File: src/rtl/fusectl_pkg.sv
package fusectl_pkg;

  localparam int CMD_W   = 6;
  localparam int KEY_LEN = 4;

  // register byte offsets decoded by software
  localparam logic [7:0] OFF_MODE = 8'h00;
  localparam logic [7:0] OFF_CMD  = 8'h04;
  localparam logic [7:0] OFF_GO   = 8'h08;
  localparam logic [7:0] OFF_STAT = 8'h0C;
  localparam logic [7:0] OFF_RD0  = 8'h10;
  localparam logic [7:0] OFF_ADDR = 8'h28;
  localparam logic [7:0] OFF_WR0  = 8'h2C;
  localparam logic [7:0] OFF_RD1  = 8'h5C;
  localparam logic [7:0] OFF_WR1  = 8'h64;

  localparam logic [CMD_W-1:0] CMD_READ   = 6'h00;
  localparam logic [CMD_W-1:0] CMD_UNLOCK = 6'h02;
  localparam logic [CMD_W-1:0] CMD_LOCK   = 6'h03;
  localparam logic [CMD_W-1:0] CMD_PROG   = 6'h08;

  typedef enum logic {SQ_IDLE, SQ_ARRAY} seq_state_e;

  function automatic logic [31:0] unlock_key(input int idx);
    case (idx)
      0:       return 32'h0000_000F;
      1:       return 32'h0000_0004;
      2:       return 32'h0000_0008;
      default: return 32'h0000_000D;
    endcase
  endfunction

  function automatic logic [7:0] rd_off(input int w);
    return (w == 0) ? OFF_RD0 : OFF_RD1;
  endfunction

  function automatic logic [7:0] wr_off(input int w);
    return (w == 0) ? OFF_WR0 : OFF_WR1;
  endfunction

endpackage

File: src/rtl/fusectl_regfile.sv
module fusectl_regfile
  import fusectl_pkg::*;
#(
  parameter int DATA_W    = 32,
  parameter int ADDR_W    = 16,
  parameter int ROW_WORDS = 2,
  parameter int BUS_AW    = 8
) (
  input  logic                          clk,
  input  logic                          rst_n,
  input  logic                          reg_we,
  input  logic [BUS_AW-1:0]             reg_addr,
  input  logic [DATA_W-1:0]             reg_wdata,
  output logic [DATA_W-1:0]             reg_rdata,
  input  logic                          done,
  input  logic                          ok,
  input  logic                          rd_load,
  input  logic [ROW_WORDS*DATA_W-1:0]   rd_row,
  output logic                          acc_en,
  output logic                          go_lvl,
  output logic [CMD_W-1:0]              cmd,
  output logic [ADDR_W-1:0]             row_addr,
  output logic [ROW_WORDS*DATA_W-1:0]   wr_row,
  output logic [ROW_WORDS*DATA_W-1:0]   rd_hold,
  output logic                          start_req,
  output logic                          go_clear
);

  localparam int ROW_W = ROW_WORDS * DATA_W;

  logic              acc_q;
  logic [CMD_W-1:0]  cmd_q;
  logic              go_q;
  logic [ADDR_W-1:0] addr_q;
  logic [ROW_W-1:0]  wr_q;
  logic [ROW_W-1:0]  rd_q;

  logic hit_mode, hit_cmd, hit_go, hit_addr, go_wr;
  logic [ROW_WORDS-1:0] hit_wr;

  assign hit_mode = reg_we && (reg_addr == BUS_AW'(OFF_MODE));
  assign hit_cmd  = reg_we && (reg_addr == BUS_AW'(OFF_CMD));
  assign hit_go   = reg_we && (reg_addr == BUS_AW'(OFF_GO));
  assign hit_addr = reg_we && (reg_addr == BUS_AW'(OFF_ADDR));

  for (genvar w = 0; w < ROW_WORDS; w++) begin : g_wr_hit
    assign hit_wr[w] = reg_we && (reg_addr == BUS_AW'(wr_off(w)));
  end

  // start register only responds while CPU access is granted
  assign go_wr     = hit_go && acc_q;
  assign start_req = go_wr && reg_wdata[0] && !go_q;
  assign go_clear  = go_wr && !reg_wdata[0];

  always_ff @(posedge clk or negedge rst_n) begin
    if (!rst_n) begin
      acc_q  <= 1'b0;
      cmd_q  <= '0;
      go_q   <= 1'b0;
      addr_q <= '0;
    end else begin
      if (hit_mode) acc_q  <= reg_wdata[0];
      if (hit_cmd)  cmd_q  <= reg_wdata[CMD_W-1:0];
      if (go_wr)    go_q   <= reg_wdata[0];
      if (hit_addr) addr_q <= reg_wdata[ADDR_W-1:0];
    end
  end

  always_ff @(posedge clk or negedge rst_n) begin
    if (!rst_n) begin
      wr_q <= '0;
      rd_q <= '0;
    end else begin
      for (int w = 0; w < ROW_WORDS; w++) begin
        if (hit_wr[w]) wr_q[w*DATA_W +: DATA_W] <= reg_wdata;
        if (rd_load)   rd_q[w*DATA_W +: DATA_W] <= rd_row[w*DATA_W +: DATA_W];
      end
    end
  end

  always_comb begin
    reg_rdata = '0;
    case (reg_addr)
      BUS_AW'(OFF_MODE): reg_rdata = DATA_W'(acc_q);
      BUS_AW'(OFF_CMD):  reg_rdata = DATA_W'(cmd_q);
      BUS_AW'(OFF_GO):   reg_rdata = DATA_W'(go_q);
      BUS_AW'(OFF_STAT): reg_rdata = DATA_W'({ok, done, 1'b0});
      BUS_AW'(OFF_ADDR): reg_rdata = DATA_W'(addr_q);
      default:           reg_rdata = '0;
    endcase
    for (int w = 0; w < ROW_WORDS; w++) begin
      if (reg_addr == BUS_AW'(rd_off(w))) reg_rdata = rd_q[w*DATA_W +: DATA_W];
      if (reg_addr == BUS_AW'(wr_off(w))) reg_rdata = wr_q[w*DATA_W +: DATA_W];
    end
  end

  assign acc_en   = acc_q;
  assign go_lvl   = go_q;
  assign cmd      = cmd_q;
  assign row_addr = addr_q;
  assign wr_row   = wr_q;
  assign rd_hold  = rd_q;

endmodule

File: src/rtl/fusectl_unlock.sv
module fusectl_unlock
  import fusectl_pkg::*;
#(
  parameter int DATA_W = 32
) (
  input  logic              clk,
  input  logic              rst_n,
  input  logic              start_ok,
  input  logic              relock,
  input  logic [CMD_W-1:0]  cmd,
  input  logic [DATA_W-1:0] key,
  output logic              unlocked
);

  localparam int STEP_W = $clog2(KEY_LEN);

  logic [STEP_W-1:0] step_q, step_d;
  logic              unl_q, unl_d;
  logic              key_hit;

  assign key_hit = (key == DATA_W'(unlock_key(int'(step_q))));

  always_comb begin
    step_d = step_q;
    unl_d  = unl_q;
    if (relock) unl_d = 1'b0;
    if (start_ok) begin
      if (cmd == CMD_UNLOCK && key_hit) begin
        if (step_q == STEP_W'(KEY_LEN - 1)) begin
          unl_d  = 1'b1;
          step_d = '0;
        end else begin
          step_d = step_q + 1'b1;
        end
      end else begin
        step_d = '0;
      end
    end
  end

  always_ff @(posedge clk or negedge rst_n) begin
    if (!rst_n) begin
      step_q <= '0;
      unl_q  <= 1'b0;
    end else begin
      step_q <= step_d;
      unl_q  <= unl_d;
    end
  end

  assign unlocked = unl_q;

endmodule

File: src/rtl/fusectl_seq.sv
module fusectl_seq
  import fusectl_pkg::*;
(
  input  logic             clk,
  input  logic             rst_n,
  input  logic             start_req,
  input  logic             go_clear,
  input  logic             unlocked,
  input  logic             arr_ack,
  input  logic [CMD_W-1:0] cmd,
  output logic             start_ok,
  output logic             relock,
  output logic             rd_load,
  output logic             done,
  output logic             dis_ok,
  output logic             arr_req,
  output logic             arr_we
);

  seq_state_e st_q, st_d;
  logic done_q, done_d;
  logic ok_q, ok_d;
  logic we_q, we_d;

  assign start_ok = start_req && (st_q == SQ_IDLE);

  always_comb begin
    st_d    = st_q;
    done_d  = done_q;
    ok_d    = ok_q;
    we_d    = we_q;
    relock  = 1'b0;
    rd_load = 1'b0;
    if (go_clear) done_d = 1'b0;
    case (st_q)
      SQ_IDLE: begin
        if (start_ok) begin
          done_d = 1'b0;
          ok_d   = 1'b0;
          case (cmd)
            CMD_READ: begin
              st_d = SQ_ARRAY;
              we_d = 1'b0;
            end
            CMD_PROG: begin
              if (unlocked) begin
                st_d = SQ_ARRAY;
                we_d = 1'b1;
              end else begin
                done_d = 1'b1;
              end
            end
            CMD_LOCK: begin
              relock = 1'b1;
              ok_d   = 1'b1;
              done_d = 1'b1;
            end
            default: done_d = 1'b1;
          endcase
        end
      end
      SQ_ARRAY: begin
        if (arr_ack) begin
          st_d    = SQ_IDLE;
          done_d  = 1'b1;
          rd_load = !we_q;
        end
      end
      default: st_d = SQ_IDLE;
    endcase
  end

  always_ff @(posedge clk or negedge rst_n) begin
    if (!rst_n) begin
      st_q   <= SQ_IDLE;
      done_q <= 1'b0;
      ok_q   <= 1'b0;
      we_q   <= 1'b0;
    end else begin
      st_q   <= st_d;
      done_q <= done_d;
      ok_q   <= ok_d;
      we_q   <= we_d;
    end
  end

  assign done    = done_q;
  assign dis_ok  = ok_q;
  assign arr_req = (st_q == SQ_ARRAY);
  assign arr_we  = we_q;

endmodule

File: src/rtl/fusectl_top.sv
module fusectl_top
  import fusectl_pkg::*;
#(
  parameter int DATA_W    = 32,
  parameter int ADDR_W    = 16,
  parameter int ROW_WORDS = 2,
  parameter int BUS_AW    = 8
) (
  input  logic                        clk,
  input  logic                        rst_n,
  input  logic                        reg_we,
  input  logic [BUS_AW-1:0]           reg_addr,
  input  logic [DATA_W-1:0]           reg_wdata,
  output logic [DATA_W-1:0]           reg_rdata,
  output logic                        arr_req,
  output logic                        arr_we,
  output logic [ADDR_W-1:0]           arr_addr,
  output logic [ROW_WORDS*DATA_W-1:0] arr_wdata,
  input  logic                        arr_ack,
  input  logic [ROW_WORDS*DATA_W-1:0] arr_rdata
);

  localparam int ROW_W = ROW_WORDS * DATA_W;

  logic [1:0] rst_pipe;
  logic       rst_s;

  always_ff @(posedge clk or negedge rst_n) begin
    if (!rst_n) rst_pipe <= 2'b00;
    else        rst_pipe <= {rst_pipe[0], 1'b1};
  end
  assign rst_s = rst_pipe[1];

  logic             acc_en, go_lvl, start_req, go_clear, start_ok;
  logic             relock, rd_load, done, dis_ok, unlocked, status_ok;
  logic [CMD_W-1:0] cmd;
  logic [ROW_W-1:0] wr_row, rd_hold;

  assign status_ok = unlocked || dis_ok;

  fusectl_regfile #(
    .DATA_W(DATA_W), .ADDR_W(ADDR_W), .ROW_WORDS(ROW_WORDS), .BUS_AW(BUS_AW)
  ) u_regs (
    .clk(clk), .rst_n(rst_s),
    .reg_we(reg_we), .reg_addr(reg_addr), .reg_wdata(reg_wdata), .reg_rdata(reg_rdata),
    .done(done), .ok(status_ok), .rd_load(rd_load), .rd_row(arr_rdata),
    .acc_en(acc_en), .go_lvl(go_lvl), .cmd(cmd), .row_addr(arr_addr),
    .wr_row(wr_row), .rd_hold(rd_hold), .start_req(start_req), .go_clear(go_clear)
  );

  fusectl_seq u_seq (
    .clk(clk), .rst_n(rst_s),
    .start_req(start_req), .go_clear(go_clear), .unlocked(unlocked),
    .arr_ack(arr_ack), .cmd(cmd),
    .start_ok(start_ok), .relock(relock), .rd_load(rd_load),
    .done(done), .dis_ok(dis_ok), .arr_req(arr_req), .arr_we(arr_we)
  );

  fusectl_unlock #(.DATA_W(DATA_W)) u_lock (
    .clk(clk), .rst_n(rst_s),
    .start_ok(start_ok), .relock(relock), .cmd(cmd),
    .key(wr_row[DATA_W-1:0]), .unlocked(unlocked)
  );

  assign arr_wdata = wr_row;

endmodule

File: config.mk
export PLATFORM = sky130hd
export DESIGN_NAME = fusectl_top
export DESIGN_NICKNAME = d
export VERILOG_FILES = /design/src/rtl/fusectl_pkg.sv /design/src/rtl/fusectl_regfile.sv /design/src/rtl/fusectl_unlock.sv /design/src/rtl/fusectl_seq.sv /design/src/rtl/fusectl_top.sv
export SDC_FILE = /design/constraint.sdc
export NUM_CORES = 1
export LEC_CHECK = 0
export BUFFER_PORTS_ARGS = -buffer_cell sky130_fd_sc_hd__buf_2
export CAP_MARGIN = 20
export CORE_MARGIN = 4
export CORE_UTILIZATION = 47
export CTS_CLUSTER_SIZE = 25
export DETAILED_ROUTE_END_ITERATION = 12
export PLACE_DENSITY = 0.76
export SYNTH_ARGS = -nofsm -noshare
export SYNTH_HDL_FRONTEND = slang
export SYNTH_HIERARCHICAL = 1
export SYNTH_SLANG_ARGS = --single-unit
File: constraint.sdc
create_clock -name clk -period 4.6 [get_ports clk]
set_clock_uncertainty 0.15 [all_clocks]
set_input_delay 1.38 -clock clk [delete_from_list [all_inputs] [get_ports clk]]
set_output_delay 1.38 -clock clk [all_outputs]
set_load 0.02 [all_outputs]
==> metrics.txt <==
status finished, final reports clean; worst hold path type flip-flop to flip-flop; Yosys warning total 6; n_diodes 0; Seq pwr share 0.465; Setup TNS 0 ns; post-synthesis xor/xnor area fraction 0.00457; Register Area 4030 sq um; Power Total 3.41 mW; Final Hold Fails 0; Routed Antenna Nets 0; Iter 0 DRT Violations 438; R2R setup slack 2.31 ns; die area 18400 sq um; post-synth net total 720; filler instances 1325; # nets final 950; CP max-delay cell or4_1; Worst slew margin 0.394; die height 136 um; HPWL after DPL 17.2 mm; worst-skew pair later-pin latency 0.42 ns; Post-synth EDFFs 0; area delta synth->final 28.0%; area of the multi-input gates 3440 sq um; Sw Share 0.243; worst vdd ir 0.243 mV; Req. time, crit path 3.07 ns; drt drc 0; Synth Area per Inst 12.6 sq um; global placement routability congestion 0.958; largest net degree at the start of global routing 93; postcts setup bufs 0; critical path startpoint category input pin; Ports 222; CP arrival 3.01 ns; Synth Flop Type dfrtp_1; number of CTS-inserted buffers 17; Fmax 220 MHz; number of global-route vias before repair 6407; Final Cycle Share 0.986; most common cell after layout, fill and taps aside buf_2; Netlist cell types 61; slew at the pin closest to its max-slew limit 0.909 ns; worst setup path category input pin to output pin; most frequent cells in the layout buf_2, dfrtp_1, mux2_2; worst-case reg-to-reg path depth 5; CTS Buffer Depth 2; antenna violations before repair 1; WP buf/inv 2; P_leak 5.07 nW; final setup fails 0; hold path depth 0; core area 15900 sq um; Starting Density 0.481; Tot GR Track Use 0.262; drt total wl 23.8 mm; r2r startpoint u_regs/acc_en; total grt overflow 0; Switching Power 0.829 mW; crit-path max FO 4; Synth Register Bits 161; CTS sink count 161; Clk pwr share 0.441; post-synthesis simple-gate area fraction 0.0869; Post-synth ARST share 1.00; number of vias per cell 5.76; power density cells 348 nW/um^2; Max-Cap Viols 0; RSZ-0062 raised after global routing false; number of port buffers 221; Die X 136 um; crit-path max cell delay 0.44 ns; Clk pin slew, worst setup/hold paths 0.06 ns; Clock Tree Root clkbuf_16; largest family of logic cells by synthesized area multiplexers; multiplexer share of the synthesized area 0.227; # H-tree levels 4; Synth Area in Compound Gates 0.119; combinational power share 0.094; hold_ws 0.197 ns; P_int 2.58 mW; first-pass GRT wire length 36.7 mm; critical path's top delay family simple AND/OR/NAND/NOR gates; drt first pass iters 5; DR vias 6142; layout cell share with drive strength beyond 1 0.536; Post-Synth Adder-Cell Area 0.00653; wire length per cell 22.3 um; Hold Path Origin rst_pipe[0]; cell area after synthesis 7660 sq um; CP Capture Type output pin; TritonCTS clock tree done; Post-Syn Instances 608; Most Frequent Cell on Critical Path buf_2; Hold Buf Count CTS 0; sequential fraction of the synthesis area 0.526; Row Count 46; Worst Hold Path EP rst_pipe[1]; reg2reg end u_seq/done; Final min period 4.54 ns; final slew viol count 0; critical-path cell list buf_2, or3b_1, or4_1, o22a_1, a21oi_1, buf_2
==> cells in the mapped netlist (5+ instances only) <==
library cell | number | area, sq um
a2bb2oi_1 | 5 | 43.8
buf_2 | 22 | 110
a21oi_1 | 21 | 105
dfrtp_1 | 161 | 4030
nand4_1 | 10 | 62.6
a22oi_1 | 34 | 255
o22ai_1 | 5 | 31.3
inv_1 | 9 | 33.8
o21ai_0 | 18 | 90.1
o22a_1 | 14 | 123
nor4_1 | 10 | 62.6
mux2_2 | 152 | 1710
a221o_1 | 12 | 120
nand2_1 | 16 | 60.1
nor3b_1 | 6 | 45.0
nor2_1 | 27 | 101
clkbuf_1 | 18 | 67.6
==> worst max path at each step <==
stage	cells past startpoint	endpoint	slack (ns)	start
6_report	6	reg_rdata[0]	0.06	reg_addr[1]
3_5_place_dp	6	reg_rdata[18]	0.09	reg_addr[5]
5_1_grt	6	reg_rdata[0]	0.03	reg_addr[1]
3_3_place_gp	6	reg_rdata[0]	0.1	reg_addr[1]
4_1_cts	6	reg_rdata[18]	0.08	reg_addr[5]
2_1_floorplan	6	reg_rdata[12]	0.21	reg_addr[0]
==> final cells by class <==
class                      count  area share
tap                          216      0.0276
multi-input combinational    396       0.351
inverter                       9     0.00345
clock buffer                  20      0.0456
timing repair buffer         253       0.143
sequential                   161       0.411
clock inverter                12      0.0184
==> cells by family after synthesis <==
family,Yosys count
flip-flops,161
AND/OR/NAND/NOR,107
AO/OA/AOI/OAI,125
adder cells (fa/ha/maj),4
XOR/XNOR,4
other,1
multiplexers,155
buffers and inverters,51
==> power groups by stage <==
| stage | sequential (mW) | combinational [mW] | clock, mW |
|---|---|---|---|
| after floorplan | 1.63 | 0.128 | 0 |
| after global placement | 1.61 | 0.313 | 0 |
| after detailed placement | 1.61 | 0.321 | 0 |
| after CTS | 1.58 | 0.322 | 1.53 |
| after global routing | 1.60 | 0.348 | 1.60 |
| final | 1.58 | 0.322 | 1.50 |
==> flip-flops by register name (all words and copies together) (netlist names) <==
name,flops
u_regs/rd_hold,64
u_seq/dis_ok,1
u_regs/wr_row,64
u_lock/step_q,2
u_regs/acc_en,1
u_lock/unlocked,1
u_seq/arr_we,1
u_regs/go_lvl,1
u_seq/done,1
u_regs/cmd,6
u_seq/arr_req,1
rst_pipe,2
u_regs/row_addr,16
==> per-layer routing <==
layer  routed length, um  global-route usage  up-vias
li1                    -                   -     2751
met1                9610               0.338     3024
met2               11600               0.435      324
met3                2090              0.0605       41
met4                 549              0.0913        2
met5                  13                   0        -
==> metrics by stage <==
| step | setup slack [ns] | instances | util | cell area, sq um |
|---|---|---|---|---|
| after floorplan | 0.215 | 608 | - | 7660 |
| after global placement | 0.0989 | 1035 | 0.575 | 9170 |
| after detailed placement | 0.0906 | 1035 | 0.575 | 9170 |
| after CTS | 0.0831 | 1067 | 0.615 | 9800 |
| after global routing | 0.0313 | 1067 | 0.615 | 9810 |
| final | 0.0622 | 1067 | 0.615 | 9810 |
==> worst reg2reg max path, stage by stage, from the launching register on <==
cell     delay [ns]
dfrtp_1        0.37
nand3_1        0.14
nor3b_1        0.32
or4b_4         0.53
or4_4          0.44
o22a_1         0.22
==> what timing repair did <==
action / 4_1_cts / 5_1_grt
resized for setup: 0 / 2
endpoints found under the setup margin: 0 / 3
endpoints found under the hold margin: 0 / 0
Note: power is estimated with default switching activity, not from simulation.
